### src/rtl/mapper_pkg.sv
package mapper_pkg;

    localparam int BANK_W = 3;
    localparam int WIN_W  = 3;

    // 8 KiB window selected by CPU address bits 15..13
    typedef enum logic [WIN_W-1:0] {
        WIN_LO0 = 3'b000,
        WIN_LO1 = 3'b001,
        WIN_LO2 = 3'b010,
        WIN_6K  = 3'b011,
        WIN_8K  = 3'b100,
        WIN_AK  = 3'b101,
        WIN_CK  = 3'b110,
        WIN_EK  = 3'b111
    } win_e;

    typedef enum logic [1:0] {
        OP_NONE,
        OP_HOLD,
        OP_RUN,
        OP_BANK
    } reg_op_e;

    typedef struct packed {
        logic              hold;
        logic [BANK_W-1:0] bank;
    } regs_t;

    localparam regs_t REGS_RESET = '{hold: 1'b1, bank: '0};

    // Which register action a qualified write to a window performs
    function automatic reg_op_e write_op(win_e w);
        case (w)
            WIN_8K:  return OP_HOLD;
            WIN_AK:  return OP_RUN;
            WIN_EK:  return OP_BANK;
            default: return OP_NONE;
        endcase
    endfunction

    // Bank tied to each non-switchable window
    function automatic logic [BANK_W-1:0] fixed_bank(win_e w);
        case (w)
            WIN_6K:  return 3'd6;
            WIN_8K:  return 3'd4;
            WIN_AK:  return 3'd5;
            WIN_EK:  return 3'd7;
            default: return {~w[2], w[1:0]};
        endcase
    endfunction

endpackage

### src/rtl/mapper_regs.sv
module mapper_regs
    import mapper_pkg::*;
(
    input  logic              clk,
    input  logic              rst,
    input  logic              wr_en,
    input  win_e              win,
    input  logic [BANK_W-1:0] data,
    output regs_t             q
);

    reg_op_e op;

    always_comb begin
        op = wr_en ? write_op(win) : OP_NONE;
    end

    // Captured late in the high phase, once the strobe has settled
    always_ff @(negedge clk) begin
        if (rst) begin
            q <= REGS_RESET;
        end else begin
            case (op)
                OP_HOLD: q.hold <= 1'b1;
                OP_RUN:  q.hold <= 1'b0;
                OP_BANK: q.bank <= data;
                default: q      <= q;
            endcase
        end
    end

endmodule

### src/rtl/mapper_cycle_timer.sv
module mapper_cycle_timer #(
    parameter int CNT_W = 14
) (
    input  logic             clk,
    input  logic             rst,
    input  logic             hold,
    output logic [CNT_W-1:0] cnt,
    output logic             expired
);

    localparam int TOP = CNT_W - 1;

    always_comb begin
        expired = cnt[TOP];
    end

    always_ff @(posedge clk) begin
        if (rst || hold) begin
            cnt <= '0;
        end else if (!expired) begin
            cnt <= cnt + 1'b1;
        end
    end

endmodule

### src/rtl/mapper_addr_mux.sv
module mapper_addr_mux
    import mapper_pkg::*;
(
    input  win_e              win,
    input  logic              rom_sel_n,
    input  logic              cpu_rnw,
    input  logic [BANK_W-1:0] bank,
    output logic [BANK_W-1:0] prg_a,
    output logic              rom_oe_n
);

    logic in_rom_space;

    always_comb begin
        in_rom_space = !rom_sel_n || (win == WIN_6K);
        rom_oe_n     = !(cpu_rnw && in_rom_space);
        prg_a        = (win == WIN_CK) ? bank : fixed_bank(win);
    end

endmodule

### src/rtl/prg_irq_mapper.sv
module prg_irq_mapper
    import mapper_pkg::*;
#(
    parameter int CNT_W = 14
) (
    input  logic              clk,
    input  logic              rst,
    input  logic [BANK_W-1:0] cpu_d,
    input  logic [WIN_W-1:0]  cpu_a_hi,
    input  logic              rom_sel_n,
    input  logic              cpu_rnw,
    output logic [BANK_W-1:0] prg_a,
    output logic              rom_oe_n,
    output logic              irq_n
);

    win_e             win;
    logic             wr_en;
    regs_t            regs;
    logic             ctr_hold;
    logic [CNT_W-1:0] cnt;
    logic             expired;

    always_comb begin
        win      = win_e'(cpu_a_hi);
        wr_en    = !rom_sel_n && !cpu_rnw;
        ctr_hold = regs.hold;
        irq_n    = !expired;
    end

    mapper_regs u_regs (
        .clk   (clk),
        .rst   (rst),
        .wr_en (wr_en),
        .win   (win),
        .data  (cpu_d),
        .q     (regs)
    );

    mapper_cycle_timer #(.CNT_W(CNT_W)) u_timer (
        .clk     (clk),
        .rst     (rst),
        .hold    (ctr_hold),
        .cnt     (cnt),
        .expired (expired)
    );

    mapper_addr_mux u_mux (
        .win       (win),
        .rom_sel_n (rom_sel_n),
        .cpu_rnw   (cpu_rnw),
        .bank      (regs.bank),
        .prg_a     (prg_a),
        .rom_oe_n  (rom_oe_n)
    );

endmodule

### config.mk
export PLATFORM = sky130hd
export DESIGN_NAME = prg_irq_mapper
export DESIGN_NICKNAME = d
export VERILOG_FILES = /design/src/rtl/mapper_pkg.sv /design/src/rtl/mapper_regs.sv /design/src/rtl/mapper_cycle_timer.sv /design/src/rtl/mapper_addr_mux.sv /design/src/rtl/prg_irq_mapper.sv
export SDC_FILE = /design/constraint.sdc
export NUM_CORES = 1
export LEC_CHECK = 0
export BUFFER_PORTS_ARGS = -buffer_cell sky130_fd_sc_hd__buf_4
export CAP_MARGIN = 20
export CORE_UTILIZATION = 48
export DETAILED_ROUTE_END_ITERATION = 12
export PLACE_DENSITY = 0.72
export RECOVER_POWER = 50
export SLEW_MARGIN = 40
export SYNTH_ARGS = -nofsm -noshare
export SYNTH_HDL_FRONTEND = slang
export SYNTH_SLANG_ARGS = --single-unit
### constraint.sdc
create_clock -name clk -period 1.4 [get_ports clk]
set_input_delay 0.28 -clock clk [delete_from_list [all_inputs] [get_ports clk]]
set_output_delay 0.28 -clock clk [all_outputs]
set_load 0.05 [all_outputs]
==> impl_metrics.env <==
export IMPL_ys_async_sr_fraction_pct=0
export IMPL_drive_gt1_share_pct=45.7
export IMPL_cts_max_path_buffers=2
export IMPL_violations="negative setup slack"
export IMPL_min_to="u_timer.cnt[5]"
export IMPL_synth_edf_count=0
export IMPL_hold_class="input port to flip-flop"
export IMPL_cts_root_buf="clkbuf_4"
export IMPL_whs_path_depth=4
export IMPL_cts_tree="built"
export IMPL_clk_latency_ps=360
export IMPL_yosysMostFrequentCell="dfxtp_1"
export IMPL_ios=15
export IMPL_numPortBuffers=14
export IMPL_synth_area_leaders="dfxtp_1 39%, mux2i_1 8.6%, ha_1 4.0%"
export IMPL_syn_to_final_growth_pct=50.0
export IMPL_multi_input_area_um2=671
export IMPL_fin_area_mm2=0.00140
export IMPL_cts_buffers=3
export IMPL_vias=896
export IMPL_drv_slew=0
export IMPL_gr_total_overflow=0
export IMPL_synth_cell_area_um2=933
export IMPL_placed_area_mm2=0.00126
export IMPL_synth_seq_cells=18
export IMPL_finalHoldViolCount=0
export IMPL_max_slew_worst_pin_slew_ps=394
export IMPL_max_slew_margin_pct=73.5
export IMPL_status="finished, violations left"
export IMPL_syn_num_nets=118
export IMPL_avgSynthCellArea_um2=8.89
export IMPL_synth_cell_types=32
export IMPL_synth_yosys_seq_area_share_pct=38.6
export IMPL_yosys_warnings=0
export IMPL_core_mm2=0.00178
export IMPL_yosysTopAreaCell="dfxtp_1"
export IMPL_grt_setup_unrepaired="true"
export IMPL_ctsHoldBuffers=0
export IMPL_skew_ps=61.8
export IMPL_ant_nets=0
export IMPL_antenna_found_initial=0
export IMPL_drc_errors=0
export IMPL_dp_hpwl_um=1620
export IMPL_first_global_vias=862
export IMPL_grt_pass1_wl_um=3580
export IMPL_arrival_ps=2010
export IMPL_drv_cap=0
export IMPL_ff2ff_path_depth=2
export IMPL_setup_ws_ps=-895
export IMPL_start_kind="flip-flop"
export IMPL_worst_ir_drop_vdd_mv=0.558
export IMPL_synth_common_cells="18 x dfxtp_1, 10 x nor2_1, 8 x mux2i_1, 8 x nand2_1"
export IMPL_seqCellArea_um2=368
export IMPL_min_delay_start="rst"
export IMPL_grt_max_degree=13
export IMPL_p_per_area_mw_per_mm2=705
export IMPL_initial_core_util_pct=52.4
export IMPL_gp_congestion=0.732
export IMPL_cts_max_level=1
export IMPL_setup_viol=21
export IMPL_routedWlPerCell_um=14.5
export IMPL_endpoint_kind="output pin"
export IMPL_dieArea_mm2=0.00212
export IMPL_rows=15
export IMPL_crit_path_max_fanout=2
export IMPL_first_pass_iters=4
export IMPL_wirelength_um=2400
export IMPL_reg2reg_to="u_timer.cnt[10]"
export IMPL_antenna_cells=0
export IMPL_r2r_start="u_regs.q[3]"
export IMPL_syn_inst=105
export IMPL_vias_per_cell=5.43
export IMPL_die_y_um=46.1
export IMPL_grt_util_all_layers_pct=23.5
export IMPL_synth_top_cell_area_share_pct=38.6
export IMPL_r2r_slack_ps=-240
export IMPL_die_width_um=46.1
export IMPL_totalPowerFinal_w=0.000987
export IMPL_drtIter0Drc=21
export IMPL_synth_main_ff_cell="dfxtp_1"
export IMPL_p_leak_nw=0.552
export IMPL_nets=154
export IMPL_cts_sinks=18
export IMPL_dp_slack_ps=-636
export IMPL_clk_pin_slew_ps=120
export IMPL_worst_ep_required_time_ps=1120
export IMPL_crit_type="flip-flop to output pin"
export IMPL_num_fill_cells=123
## power breakdown
| group | leakage, nW | internal (W) | total (W) | switching, W |
|---|---|---|---|---|
| registers | 0.146 | 0.000511 | 0.000512 | 0.000000710 |
| clock network | 0.0363 | 0.000126 | 0.000340 | 0.000214 |
| logic | 0.370 | 0.0000667 | 0.000136 | 0.0000689 |
| total | 0.552 | 0.000704 | 0.000987 | 0.000283 |
## placed cells by master (no fill, tap or decap), types with 2 or more instances in the layout
| master | count |
|---|---|
| clkbuf_4 | 4 |
| nor4_1 | 3 |
| dfxtp_1 | 14 |
| xnor2_1 | 2 |
| or3_1 | 3 |
| nand4_1 | 2 |
| inv_1 | 9 |
| o31ai_1 | 4 |
| nand3_1 | 2 |
| nand2_1 | 8 |
| ha_4 | 2 |
| dfxtp_2 | 3 |
| nand3b_1 | 2 |
| a21oi_2 | 6 |
| or4_1 | 5 |
| buf_6 | 5 |
| nor2_1 | 4 |
| buf_8 | 2 |
| nor2_4 | 2 |
| buf_4 | 23 |
| mux2i_1 | 7 |
| or2_4 | 2 |
| xor2_1 | 2 |
| nor2_2 | 4 |
## worst max-delay path, cell delays in order (launching register included)
cell,delay [ps]
dfxtp_1,310
or4b_4,480
buf_6,170
## flip-flops by register name, indices dropped and copies added, names as in the netlist
name,count
u_timer.cnt,14
u_regs.q,4
## per-stage QoR
step	util (%)	setup TNS, ps	instances	hold slack [ps]
CTS	75.4	-5130	165	413
finish	78.5	-5290	165	410
global placement	70.5	-4620	157	455
global route	78.5	-5880	165	420
detailed placement	70.5	-4980	157	469
floorplan	-	-3980	105	444
## what timing repair did
item	CTS	global route
buffers inserted	0	0
endpoints found under the hold margin	0	0
pin swaps	9	4
gates cloned	1	0
setup endpoints to repair	21	22
resized for setup	13	12
## final cells by class
cell class	instances	area share, %
Clock buffer	4	1.88
Clock inverter	4	1.07
Inverter	6	1.61
Multi-Input combinational cell	77	47.9
Sequential cell	18	26.3
Tap cell	25	2.23
Timing Repair Buffer	31	19.0
## layer usage
layer  track usage, %  part of all wire, %
met1             28.7                   45
met2             43.7                   52
met3             3.53                  2.5
met4             3.53                 0.42
met5                0                    0
## how the worst max path moves through the flow
stage	startpoint	endpoint	slack, ps
3_5_place_dp	cpu_a_hi[0]	u_regs.q[3]	-640
2_1_floorplan	u_regs.q[2]	prg_a[2]	-450
5_1_grt	u_regs.q[2]	prg_a[2]	-930
4_1_cts	u_regs.q[2]	prg_a[2]	-880
6_report	u_regs.q[2]	prg_a[2]	-890
3_3_place_gp	cpu_a_hi[0]	u_regs.q[3]	-590
## cells by family (layout without fill, tap and decap cells)
kind of cell,after synthesis,after routing,share of synthesized area [%]
and+or+nand+nor,46,47,29.4
buffers and inverters,11,45,5.36
muxes,8,8,8.58
xor gates and xnor gates,5,5,4.69
AOI/OAI and AO/OA,14,14,9.38
DFF,18,18,38.6
adders and majority gates,3,3,4.02
No activity file was read; power rests on OpenSTA's default activity.
